===== config.mk =====
export PLATFORM = sky130hd
export DESIGN_NAME = dual_countdown_timer
export DESIGN_NICKNAME = d
export VERILOG_FILES = /design/src/rtl/tmr_pkg.sv /design/src/rtl/tmr_channel.sv /design/src/rtl/dual_countdown_timer.sv
export SDC_FILE = /design/constraint.sdc
export NUM_CORES = 1
export LEC_CHECK = 0
export ABC_AREA = 0
export BUFFER_PORTS_ARGS = -buffer_cell sky130_fd_sc_hd__buf_2
export CAP_MARGIN = 20
export CORE_ASPECT_RATIO = 1.5
export CORE_MARGIN = 8
export CORE_UTILIZATION = 55
export CTS_BUF_LIST = sky130_fd_sc_hd__clkbuf_16
export CTS_CLUSTER_SIZE = 16
export DETAILED_ROUTE_END_ITERATION = 8
export PLACE_DENSITY = 0.84
export SLEW_MARGIN = 10
export SYNTH_ARGS = -nofsm -noshare
export SYNTH_HDL_FRONTEND = slang
export SYNTH_SLANG_ARGS = --single-unit

===== constraint.sdc =====
create_clock -name clk -period 4.3 [get_ports clk]
set_clock_uncertainty 0.2 [all_clocks]
set_input_delay 0.645 -clock clk [delete_from_list [all_inputs] [get_ports clk]]
set_output_delay 0.645 -clock clk [all_outputs]
set_load 0.1 [all_outputs]

===== src/rtl/tmr_pkg.sv =====
package tmr_pkg;

    typedef enum logic {
        CH_IDLE = 1'b0,
        CH_RUN  = 1'b1
    } ch_state_e;

    localparam logic [1:0] MODE_SINGLE    = 2'b00;
    localparam logic [1:0] MODE_REPEATING = 2'b01;

    localparam int RUN_BIT  = 30;
    localparam int IEN_BIT  = 29;
    localparam int MODE_HI  = 28;
    localparam int MODE_LO  = 27;

    localparam logic [7:0] OFS_CTRL_BASE = 8'h00;
    localparam logic [7:0] OFS_LOAD_BASE = 8'h08;
    localparam logic [7:0] OFS_LIVE1     = 8'h14;
    localparam logic [7:0] OFS_STATUS    = 8'h18;

endpackage


===== src/rtl/tmr_channel.sv =====
module tmr_channel
    import tmr_pkg::*;
#(
    parameter int CNT_W = 24,
    parameter int PRE_W = 8
) (
    input  logic             clk,
    input  logic             rst_n,
    input  logic             cfg_we,
    input  logic             cfg_run,
    input  logic             cfg_ien,
    input  logic [1:0]       cfg_mode,
    input  logic [PRE_W-1:0] cfg_pre,
    input  logic [CNT_W-1:0] load_val,
    output logic             run,
    output logic             ien,
    output logic             repeating,
    output logic [1:0]       mode,
    output logic [PRE_W-1:0] pre,
    output logic [CNT_W-1:0] count,
    output logic             tc
);

    ch_state_e        state_q, state_d;
    logic [CNT_W-1:0] count_q, count_d;
    logic [PRE_W-1:0] phase_q, phase_d;
    logic             ien_q;
    logic [1:0]       mode_q;
    logic [PRE_W-1:0] pre_q;
    logic             step;
    logic             last;

    assign step = (state_q == CH_RUN) && (phase_q == pre_q);
    assign last = (count_q <= CNT_W'(1));

    // next-state process
    always_comb begin
        state_d = state_q;
        count_d = count_q;
        phase_d = phase_q;
        if (cfg_we) begin
            phase_d = '0;
            if (cfg_run) begin
                state_d = CH_RUN;      // START
                count_d = load_val;
            end else begin
                state_d = CH_IDLE;     // STOP
            end
        end else begin
            unique case (state_q)
                CH_IDLE: ;
                CH_RUN: begin
                    if (step) begin
                        phase_d = '0;
                        if (!last) begin
                            count_d = count_q - CNT_W'(1);
                        end else if (mode_q == MODE_REPEATING) begin
                            count_d = load_val;   // WRAP
                        end else begin
                            count_d = '0;         // EXPIRE
                            state_d = CH_IDLE;
                        end
                    end else begin
                        phase_d = phase_q + PRE_W'(1);
                    end
                end
                default: state_d = CH_IDLE;
            endcase
        end
    end

    // state register process
    always_ff @(posedge clk or negedge rst_n) begin
        if (!rst_n) begin
            state_q <= CH_IDLE;
            count_q <= '0;
            phase_q <= '0;
            ien_q   <= 1'b0;
            mode_q  <= MODE_SINGLE;
            pre_q   <= '0;
        end else begin
            state_q <= state_d;
            count_q <= count_d;
            phase_q <= phase_d;
            if (cfg_we) begin
                ien_q  <= cfg_ien;
                mode_q <= cfg_mode;
                pre_q  <= cfg_pre;
            end
        end
    end

    // output process
    always_comb begin
        run       = (state_q == CH_RUN);
        ien       = ien_q;
        mode      = mode_q;
        repeating = (mode_q == MODE_REPEATING);
        pre       = pre_q;
        count     = count_q;
        tc        = step && last && !cfg_we;
    end

endmodule


===== src/rtl/dual_countdown_timer.sv =====
module dual_countdown_timer
    import tmr_pkg::*;
#(
    parameter int ADDR_W = 8,
    parameter int CNT_W  = 24,
    parameter int PRE_W  = 8
) (
    input  logic              clk,
    input  logic              rst_n,
    input  logic              bus_we,
    input  logic [ADDR_W-1:0] bus_addr,
    input  logic [31:0]       bus_wdata,
    output logic [31:0]       bus_rdata,
    output logic              irq
);

    localparam int NUM_CH = 2;

    logic [NUM_CH-1:0]                 ch_run, ch_ien, ch_periodic, ch_tc, ch_ctrl_we;
    logic [NUM_CH-1:0][1:0]            ch_mode;
    logic [NUM_CH-1:0][PRE_W-1:0]      ch_pre;
    logic [NUM_CH-1:0][CNT_W-1:0]      ch_count;
    logic [NUM_CH-1:0][CNT_W-1:0]      load_q;
    logic [NUM_CH-1:0]                 flag_q;
    logic                              status_we;

    assign status_we = bus_we && (bus_addr == ADDR_W'(OFS_STATUS));

    for (genvar i = 0; i < NUM_CH; i++) begin : g_ch
        localparam logic [ADDR_W-1:0] CTRL_A = ADDR_W'(OFS_CTRL_BASE) + ADDR_W'(4*i);
        localparam logic [ADDR_W-1:0] LOAD_A = ADDR_W'(OFS_LOAD_BASE) + ADDR_W'(4*i);

        assign ch_ctrl_we[i] = bus_we && (bus_addr == CTRL_A);

        always_ff @(posedge clk or negedge rst_n) begin
            if (!rst_n) begin
                load_q[i] <= '0;
                flag_q[i] <= 1'b0;
            end else begin
                if (bus_we && (bus_addr == LOAD_A)) begin
                    load_q[i] <= bus_wdata[CNT_W-1:0];
                end
                flag_q[i] <= (flag_q[i] && !(status_we && bus_wdata[i])) || ch_tc[i];
            end
        end

        tmr_channel #(.CNT_W(CNT_W), .PRE_W(PRE_W)) u_ch (
            .clk       (clk),
            .rst_n     (rst_n),
            .cfg_we    (ch_ctrl_we[i]),
            .cfg_run   (bus_wdata[RUN_BIT]),
            .cfg_ien   (bus_wdata[IEN_BIT]),
            .cfg_mode  (bus_wdata[MODE_HI:MODE_LO]),
            .cfg_pre   (bus_wdata[PRE_W-1:0]),
            .load_val  (load_q[i]),
            .run       (ch_run[i]),
            .ien       (ch_ien[i]),
            .repeating (ch_periodic[i]),
            .mode      (ch_mode[i]),
            .pre       (ch_pre[i]),
            .count     (ch_count[i]),
            .tc        (ch_tc[i])
        );
    end

    always_comb begin
        bus_rdata = '0;
        for (int i = 0; i < NUM_CH; i++) begin
            if (bus_addr == ADDR_W'(OFS_CTRL_BASE) + ADDR_W'(4*i)) begin
                bus_rdata[RUN_BIT]         = ch_run[i];
                bus_rdata[IEN_BIT]         = ch_ien[i];
                bus_rdata[MODE_HI:MODE_LO] = ch_mode[i];
                bus_rdata[PRE_W-1:0]       = ch_pre[i];
            end
            if (bus_addr == ADDR_W'(OFS_LOAD_BASE) + ADDR_W'(4*i)) begin
                bus_rdata[CNT_W-1:0] = load_q[i];
            end
        end
        if (bus_addr == ADDR_W'(OFS_LIVE1)) begin
            bus_rdata[CNT_W-1:0] = ch_count[1];
        end
        if (bus_addr == ADDR_W'(OFS_STATUS)) begin
            bus_rdata[NUM_CH-1:0] = flag_q;
        end
    end

    assign irq = flag_q[0] && ch_ien[0];

    logic unused_bits;
    assign unused_bits = ^{bus_wdata[31], bus_wdata[26:PRE_W], ch_periodic, ch_count[0]};

endmodule


==> impl_metrics.env, run 1 <==
export IMPL_dp_hpwl_mm=16.21
export IMPL_r2r_start="g_ch[1].u_ch.count[5]$_DFFE_PN0P_"
export IMPL_worstSkewPairLatency_ns=0.42
export IMPL_hold_buffers=0
export IMPL_p_leak_nw=4.284
export IMPL_setup_violations=0
export IMPL_max_stage_delay_ns=0.70
export IMPL_fill_cells=1133
export IMPL_cts_tree="yes"
export IMPL_place_inst=1092
export IMPL_start_kind="primary input"
export IMPL_worst_slack_ns=0.5540
export IMPL_grt_pass1_vias=7220
export IMPL_core_mm2=0.01439
export IMPL_numCtsBuffers=17
export IMPL_initial_core_util_pct=55.61
export IMPL_wl_mm=23.03
export IMPL_cp_depth=7
export IMPL_synth_cell_types=64
export IMPL_yosysWarningCount=0
export IMPL_finalNonFillerCells=1125
export IMPL_clock_root_buffer="clkbuf_16"
export IMPL_detail_route_wl_per_cell_um=20.47
export IMPL_path_class="in2out"
export IMPL_boundaryPins=76
export IMPL_cap_viol_max_count=0
export IMPL_r2r_setup_slack_ns=0.59
export IMPL_rsz0062_at_grt="false"
export IMPL_max_freq_mhz=267.0
export IMPL_drt_iter0_markers=841
export IMPL_rows=54
export IMPL_vdd_drop_max_mv=0.2530
export IMPL_path_max_fanout=17
export IMPL_synth_edf_count=0
export IMPL_layout_drive_gt1_share_pct=20.45
export IMPL_die_w_um=114.5
export IMPL_power_density_mw_per_mm2=367.8
export IMPL_r2r_cells=6
export IMPL_fin_tns_setup_ns=0
export IMPL_vias=7497
export IMPL_gp_congestion=0.9273
export IMPL_status="finished clean"
export IMPL_path_delay_family="simple AND/OR/NAND/NOR gates"
export IMPL_hold_viol=0
export IMPL_syn_avg_cell_area_um2=9.252
export IMPL_cts_htree_levels=4
export IMPL_die_h_um=163.7
export IMPL_drv_slew=0
export IMPL_port_buffers=67
export IMPL_clkTransAtPathRegs_ns=0.06
export IMPL_mostFrequentLayoutCell="dfrtp_1"
export IMPL_r2r_end="g_ch[1].u_ch.count[17]$_DFFE_PN0P_"
export IMPL_drtPass1Iterations=9
export IMPL_ys_dominant_reg_cell="dfrtp_1"
export IMPL_antenna_found_initial=0
export IMPL_route_detailed_drc=0
export IMPL_place_ws_ns=0.6287
export IMPL_seqCellArea_mm2=0.003453
export IMPL_design_power_total_mw=3.426
export IMPL_grt_pass1_wl_mm=37.37
export IMPL_synth_seq_area_share_pct=43.15
export IMPL_via_per_inst=6.664
export IMPL_crit_slowest_cell="and3b_1"
export IMPL_post_cts_buffers=0
export IMPL_cp_end_kind="primary output"
export IMPL_grt_usage_pct=25.33
export IMPL_ys_ff_latch=138
export IMPL_crit_required_ns=3.45
export IMPL_path_cells="buf_2 -> or3_1 -> nor4_2 -> and3b_1 -> a222oi_1 -> inv_1 -> buf_12"
export IMPL_clock_sinks=138
export IMPL_dieArea_mm2=0.01875
export IMPL_async_flop_share_pct=100.0
export IMPL_slew_headroom_pct=36.06
export IMPL_antenna_left=0
export IMPL_worst_pin_slew_ns=0.9591
export IMPL_synthCells=865
export IMPL_nNetsFinal=965
export IMPL_min_period_ns=3.746
export IMPL_syn_area_mm2=0.008003
export IMPL_cts_buffer_depth=2
export IMPL_worst_path_buf_inv=3
export IMPL_cts_resized=0
export IMPL_multi_input_area_mm2=0.004228
export IMPL_n_antenna_cell=0
export IMPL_finalCritPeriodShare_pct=87.12
export IMPL_hold_class="in2async"
export IMPL_overflow=0
export IMPL_cp_data_arrival_time_ns=2.90
export IMPL_grt_max_degree=93
export IMPL_areaGrowthSynthToFinish_pct=16.42
export IMPL_layout_common_cells="dfrtp_1 (138), nand2_1 (100), o21ai_0 (87)"
[layer usage]
| layer | up-vias | global-route usage [%] | share of wire (%) |
|---|---|---|---|
| li1 | 3325 | - | - |
| met1 | 3597 | 30.68 | 37 |
| met2 | 498 | 41.27 | 48 |
| met3 | 77 | 4.564 | 9.7 |
| met4 | 0 | 15.14 | 4.9 |
| met5 | - | 0 | 0 |
[metrics by stage]
| stage | util [%] | instance area [um^2] | hold WS (ns) |
|---|---|---|---|
| 2_1_floorplan | - | 8014 | 0.1494 |
| 3_3_place_gp | 60.82 | 8752 | 0.2514 |
| 3_5_place_dp | 60.82 | 8752 | 0.2568 |
| 4_1_cts | 64.70 | 9311 | 0.1245 |
| 5_1_grt | 64.74 | 9316 | 0.1586 |
| 6_report | 64.74 | 9316 | 0.06230 |
[state kept, by name (all words and copies together), names as in the netlist]
name / flops
g_ch.u_ch.phase_q: 16
load_q: 48
g_ch.u_ch.pre: 16
g_ch.u_ch.mode: 4
g_ch.u_ch.run: 2
g_ch.u_ch.count: 48
g_ch.u_ch.ien: 2
flag_q: 2
[cell usage after synthesis (9+ instances only)]
library cell	n	area (um^2)
a21oi_1	54	270.3
a222oi_1	22	220.2
a22oi_1	11	82.58
and3_1	12	75.07
buf_2	9	45.04
clkbuf_1	39	146.4
dfrtp_1	138	3453
inv_1	27	101.4
mux2_2	49	551.8
nand2_1	100	375.4
nand3_1	18	90.09
nor2_1	56	210.2
nor3_1	37	185.2
nor4_1	13	81.33
o21ai_0	87	435.4
or3_1	24	150.1
or4_1	10	75.07
xnor2_1	16	140.1
[area by class of cell]
type / instances / share of cell area, %
multi-input combinational: 645 / 45.38
sequential: 138 / 37.07
timing repair buffer: 87 / 7.830
clock buffer: 17 / 4.566
tap: 196 / 2.632
clock inverter: 15 / 1.437
inverter: 27 / 1.088
[power breakdown]
part           internal (mW)  total [mW]  switching (mW)
Combinational          0.213       0.486           0.273
Sequential              1.40        1.54           0.137
Clock                  0.841        1.40           0.563
[worst max-delay path by stage]
| stage | startpoint | to | slack, ns |
|---|---|---|---|
| 5_1_grt | bus_addr[1] | bus_rdata[11] | 0.39 |
| 3_5_place_dp | bus_addr[1] | bus_rdata[11] | 0.63 |
| 6_report | bus_addr[1] | bus_rdata[11] | 0.55 |
| 2_1_floorplan | bus_addr[1] | bus_rdata[13] | 0.43 |
| 4_1_cts | bus_addr[1] | bus_rdata[11] | 0.58 |
| 3_3_place_gp | bus_addr[1] | bus_rdata[11] | 0.69 |
[kinds of logic (layout without fill, tap and decap cells)]
family	Yosys count	count (layout)	synth area share, %
buf+inv	85	146	4.550
xor+xnor	16	16	1.751
simple gates	317	317	20.03
mux	64	64	10.02
fa+ha+maj	6	6	0.9381
compound gates	238	238	19.51
flops	138	138	43.15
other cells	1	4	0.04686
Power figures use the tool's default switching activity.
==> run 2, diff against run 1 <==
--- a/config.mk
+++ b/config.mk
@@ -9,7 +9,7 @@
 export BUFFER_PORTS_ARGS = -buffer_cell sky130_fd_sc_hd__buf_2
 export CAP_MARGIN = 20
 export CORE_ASPECT_RATIO = 1.5
-export CORE_MARGIN = 8
+export CORE_MARGIN = 4
 export CORE_UTILIZATION = 55
 export CTS_BUF_LIST = sky130_fd_sc_hd__clkbuf_16
 export CTS_CLUSTER_SIZE = 16
==> constraint.sdc (replaced) <==
create_clock -name clk -period 4.3 [get_ports clk]
set_clock_uncertainty 0.2 [all_clocks]
set_input_delay 0.645 -clock clk [delete_from_list [all_inputs] [get_ports clk]]
set_output_delay 0.645 -clock clk [all_outputs]
set_load 0.005 [all_outputs]
==> run 2 against run 1 <==
  * Setup slack better by 0.15 ns
  * Flip-flop and latch count stayed put
  * Via count about the same
  * Die area is 12% lower
  * Sequential power about the same
  * Largest cell class unchanged
  * Worst hold slack got worse by 0.030 ns
  * Register-to-register slack better by 0.14 ns
  * Combinational power decreased by 4%
==> impl_metrics.env, run 2 (synthesis gave the netlist of run 1 again) <==
export IMPL_crit_start="bus_addr[1]"
export IMPL_boundaryPins=76
export IMPL_r2r_end="g_ch[1].u_ch.count[17]$_DFFE_PN0P_"
export IMPL_r2r_start="g_ch[1].u_ch.count[6]$_DFFE_PN0P_"
export IMPL_drtPass1Iterations=5
export IMPL_n_antenna_cell=0
export IMPL_worst_slack_ns=0.7014
export IMPL_drt_iter0_markers=763
export IMPL_timing_hold_ws_ns=0.03232
export IMPL_start_kind="primary input"
export IMPL_drv_slew=0
export IMPL_die_h_um=155.7
export IMPL_cts_resized=0
export IMPL_cts_htree_levels=4
export IMPL_post_cts_buffers=0
export IMPL_antenna_left=0
export IMPL_power_density_mw_per_mm2=386.9
export IMPL_gp_congestion=0.9399
export IMPL_path_max_fanout=17
export IMPL_cap_viol_max_count=0
export IMPL_cp_end_kind="primary output"
export IMPL_layout_common_cells="dfrtp_1 (138), nand2_1 (100), o21ai_0 (87)"
export IMPL_initial_core_util_pct=56.66
export IMPL_layout_drive_gt1_share_pct=20.86
export IMPL_vias=7501
export IMPL_cts_buffer_depth=2
export IMPL_fin_tns_setup_ns=0
export IMPL_fill_cells=1137
export IMPL_wl_mm=23.49
export IMPL_worstSkewPairLatency_ns=0.42
export IMPL_areaGrowthSynthToFinish_pct=14.12
export IMPL_via_per_inst=6.685
export IMPL_grt_max_degree=76
export IMPL_dp_hpwl_mm=16.34
export IMPL_status="finished clean"
export IMPL_setup_violations=0
export IMPL_cp_data_arrival_time_ns=2.75
export IMPL_numCtsBuffers=17
export IMPL_clock_root_buffer="clkbuf_16"
export IMPL_rows=53
export IMPL_clkTransAtPathRegs_ns=0.06
export IMPL_min_period_ns=3.599
export IMPL_cts_tree="yes"
export IMPL_path_class="in2out"
export IMPL_port_buffers=67
export IMPL_r2r_setup_slack_ns=0.73
export IMPL_worst_pin_slew_ns=1.000
export IMPL_fin_area_mm2=0.009133
export IMPL_grt_pass1_vias=7323
export IMPL_hold_buffers=0
export IMPL_hold_class="in2async"
export IMPL_p_leak_nw=4.277
export IMPL_max_freq_mhz=277.9
export IMPL_detail_route_wl_per_cell_um=20.93
export IMPL_slew_headroom_pct=33.32
export IMPL_core_mm2=0.01412
export IMPL_dpl_instance_area_mm2=0.008522
export IMPL_crit_required_ns=3.45
export IMPL_finalCritPeriodShare_pct=83.69
export IMPL_vdd_drop_max_mv=0.2221
export IMPL_hold_viol=0
export IMPL_route_detailed_drc=0
export IMPL_grt_pass1_wl_mm=38.22
export IMPL_nNetsFinal=967
export IMPL_place_ws_ns=0.7407
export IMPL_die_w_um=106.5
export IMPL_clock_sinks=138
export IMPL_r2r_cells=7
export IMPL_antenna_found_initial=0
export IMPL_rsz0062_at_grt="false"
export IMPL_dieArea_mm2=0.01658
export IMPL_mostFrequentLayoutCell="dfrtp_1"
export IMPL_grt_usage_pct=29.12
export IMPL_overflow=0
export IMPL_final_util_pct=64.66
-- run 2: worst max path at each step --
stage,endpoint
after global placement,g_ch[1].u_ch.count[3]$_DFFE_PN0P_
after global routing,bus_rdata[8]
after floorplan,bus_rdata[13]
final,bus_rdata[8]
after detailed placement,bus_rdata[18]
after CTS,bus_rdata[18]
-- run 2: critical path: stages --
cell      delay [ns]
buf_2           0.10
or3_1           0.45
nor4_2          0.16
buf_4           0.21
and3b_1         0.66
a222oi_1        0.31
inv_1           0.10
buf_2           0.11
-- run 2: report_power, final --
group / internal [mW] / switching [mW] / leakage (nW)
registers: 1.40 / 0.136 / 1.86
logic: 0.214 / 0.254 / 2.12
clock network: 0.959 / 0.571 / 0.295
total: 2.57 / 0.960 / 4.28
-- run 2: area by class of cell --
| class | instances | area (um^2) | area share, % |
|---|---|---|---|
| Clock buffer | 17 | 425.4 | 4.658 |
| Multi-Input combinational cell | 645 | 4228 | 46.29 |
| Clock inverter | 14 | 180.2 | 1.973 |
| Inverter | 27 | 101.3 | 1.110 |
| Timing Repair Buffer | 89 | 504.2 | 5.521 |
| Tap cell | 192 | 240.2 | 2.630 |
| Sequential cell | 138 | 3453 | 37.81 |
-- run 2: routing by layer --
metal  vias to the layer above  track usage, %  share of wire (%)
li1                       3319               -                  -
met2                       479           48.81                 50
met5                         -               0                  0
met3                        78           6.625                9.0
met4                         0           15.11                4.6
met1                      3625           35.09                 37
-- run 2: per-stage QoR --
step / instances / power (mW)
floorplan: 868 / 1.854
global placement: 1090 / 1.995
detailed placement: 1090 / 2.015
CTS: 1121 / 3.535
global route: 1122 / 3.670
finish: 1122 / 3.533
==> run 3, diff against run 2 <==
--- a/config.mk
+++ b/config.mk
@@ -10,11 +10,11 @@
 export CAP_MARGIN = 20
 export CORE_ASPECT_RATIO = 1.5
 export CORE_MARGIN = 4
-export CORE_UTILIZATION = 55
+export CORE_UTILIZATION = 54
 export CTS_BUF_LIST = sky130_fd_sc_hd__clkbuf_16
 export CTS_CLUSTER_SIZE = 16
 export DETAILED_ROUTE_END_ITERATION = 8
-export PLACE_DENSITY = 0.84
+export PLACE_DENSITY = 0.86
 export SLEW_MARGIN = 10
 export SYNTH_ARGS = -nofsm -noshare
 export SYNTH_HDL_FRONTEND = slang
==> constraint.sdc (replaced) <==
create_clock -name clk -period 3 [get_ports clk]
set_clock_uncertainty 0.2 [all_clocks]
set_input_delay 0.45 -clock clk [delete_from_list [all_inputs] [get_ports clk]]
set_output_delay 0.45 -clock clk [all_outputs]
set_load 0.005 [all_outputs]
==> run 3 against run 2 <==
  * Register-to-register slack lost 0.62 ns
  * The flow now finishes with violations (design-rule violations)
  * Largest power group unchanged
  * First-iteration DRC count grew 11%
  * Clock-buffer cell count is the same
  * Final cell count grew 5.3%
  * Die area grew 1.7%
  * Total power grew 44%
  * Final area grew 5.4%
==> impl_metrics.env, run 3 (synthesis gave the netlist of run 1 again) <==
export IMPL_antenna_left=0
export IMPL_rsz0062_at_grt="false"
export IMPL_worstSkewPairLatency_ns=0.42
export IMPL_rows=54
export IMPL_hold_class="in2reg"
export IMPL_finalCritPeriodShare_pct=96.41
export IMPL_wl_mm=24.78
export IMPL_vdd_drop_max_mv=0.2610
export IMPL_gp_congestion=0.9429
export IMPL_final_util_pct=66.25
export IMPL_layout_drive_gt1_share_pct=25.48
export IMPL_clock_sinks=138
export IMPL_drv_slew=0
export IMPL_seqCellArea_mm2=0.003453
export IMPL_initial_core_util_pct=55.09
export IMPL_min_period_ns=2.892
export IMPL_design_power_total_mw=5.071
export IMPL_via_per_inst=6.576
export IMPL_path_class="reg2reg"
export IMPL_antenna_found_initial=0
export IMPL_p_leak_nw=4.564
export IMPL_status="complete, but fails checks"
export IMPL_dieArea_mm2=0.01687
export IMPL_areaGrowthSynthToFinish_pct=20.26
export IMPL_fill_cells=1096
export IMPL_violations="design-rule violations"
export IMPL_n_antenna_cell=0
export IMPL_timing_hold_ws_ns=0.03286
export IMPL_max_freq_mhz=345.7
export IMPL_cp_end_kind="flop"
export IMPL_multi_input_area_mm2=0.004258
export IMPL_layout_common_cells="dfrtp_1 (138), nand2_1 (100), o21ai_0 (87)"
export IMPL_hold_viol=0
export IMPL_clock_root_buffer="clkbuf_16"
export IMPL_worst_pin_slew_ns=0.9940
export IMPL_power_density_mw_per_mm2=526.9
export IMPL_setup_violations=0
export IMPL_dpl_instance_area_mm2=0.008952
export IMPL_path_max_fanout=9
export IMPL_fin_tns_setup_ns=0
export IMPL_cts_htree_levels=4
export IMPL_cts_tree="yes"
export IMPL_grt_pass1_vias=7428
export IMPL_boundaryPins=76
export IMPL_grt_pass1_wl_mm=38.99
export IMPL_core_mm2=0.01453
export IMPL_numCtsBuffers=17
export IMPL_overflow=0
export IMPL_port_buffers=67
export IMPL_dp_hpwl_mm=17.36
export IMPL_nNetsFinal=1021
export IMPL_vias=7766
export IMPL_fin_area_mm2=0.009624
export IMPL_detail_route_wl_per_cell_um=20.98
export IMPL_clkTransAtPathRegs_ns=0.06
export IMPL_grt_usage_pct=29.44
export IMPL_route_detailed_drc=13
export IMPL_drtPass1Iterations=9
export IMPL_slew_headroom_pct=33.35
export IMPL_die_h_um=157.1
export IMPL_drt_iter0_markers=844
export IMPL_grt_max_degree=57
export IMPL_crit_required_ns=3.09
export IMPL_die_w_um=107.4
export IMPL_cp_data_arrival_time_ns=2.98
export IMPL_cap_viol_max_count=0
export IMPL_cts_buffer_depth=2
export IMPL_start_kind="flop"
export IMPL_mostFrequentLayoutCell="dfrtp_1"
## run 3: final timing paths
path,slack (ns),from,endpoint,cells after the start
setup / recovery,0.11,g_ch[1].u_ch.count[7]$_DFFE_PN0P_,g_ch[1].u_ch.count[5]$_DFFE_PN0P_,8
hold / removal,0.03,bus_wdata[29],g_ch[0].u_ch.ien$_DFFE_PN0P_,3
setup reg to reg,0.11,g_ch[1].u_ch.count[7]$_DFFE_PN0P_,g_ch[1].u_ch.count[5]$_DFFE_PN0P_,8
hold reg to reg,0.29,g_ch[1].u_ch.mode[0]$_DFFE_PN0P_,g_ch[1].u_ch.mode[0]$_DFFE_PN0P_,2
max in group asynchronous,1.55,rst_n,g_ch[0].u_ch.count[22]$_DFFE_PN0P_,3
min in group asynchronous,0.35,rst_n,g_ch[0].u_ch.phase_q[3]$_DFFE_PN0P_,2
## run 3: repair_timing
| item | 4_1_cts | 5_1_grt |
|---|---|---|
| buffers inserted | 0 | 3 |
| endpoints found under the setup margin | 3 | 31 |
| pin swaps | 0 | 4 |
| endpoints found under the hold margin | 53 | 0 |
| resized for setup | 1 | 5 |
| hold buffers | 1 | 0 |
## run 3: metal layers
layer	GRT usage [%]	vias to the layer above	share of wire, %
met1	35.13	3728	36
li1	-	3433	-
met4	17.51	0	6.9
met3	5.252	126	8.4
met5	0	-	0
met2	49.60	479	48
## run 3: final cells by class
cell class              instances  share of cell area, %
flip-flops and latches        138                  35.88
repair buffers                143                  10.06
inverters                      27                  1.053
clock buffers                  17                  4.420
clock inverters                15                  1.794
multi-input cells             645                  44.24
well taps                     196                  2.548
## run 3: stage by stage
step,worst slack [ns],std cells
3_3_place_gp,0.07242,1144
3_5_place_dp,-0.03172,1144
4_1_cts,0.01380,1177
6_report,0.1077,1181
5_1_grt,0.006362,1181
2_1_floorplan,0.05827,868
## run 3: report_power, final
part | total, mW | internal [mW] | switching (mW)
Combinational | 0.729 | 0.337 | 0.393
Sequential | 2.20 | 2.01 | 0.193
Clock | 2.14 | 1.30 | 0.838
Total | 5.07 | 3.65 | 1.42
## run 3: worst max-delay path: stages, from the launching register on
cell	delay [ns]
dfrtp_1	0.41
or4_1	0.56
or4_1	0.53
buf_4	0.22
nor2_4	0.19
buf_4	0.17
o21ai_0	0.10
a221oi_1	0.29
a211oi_1	0.09
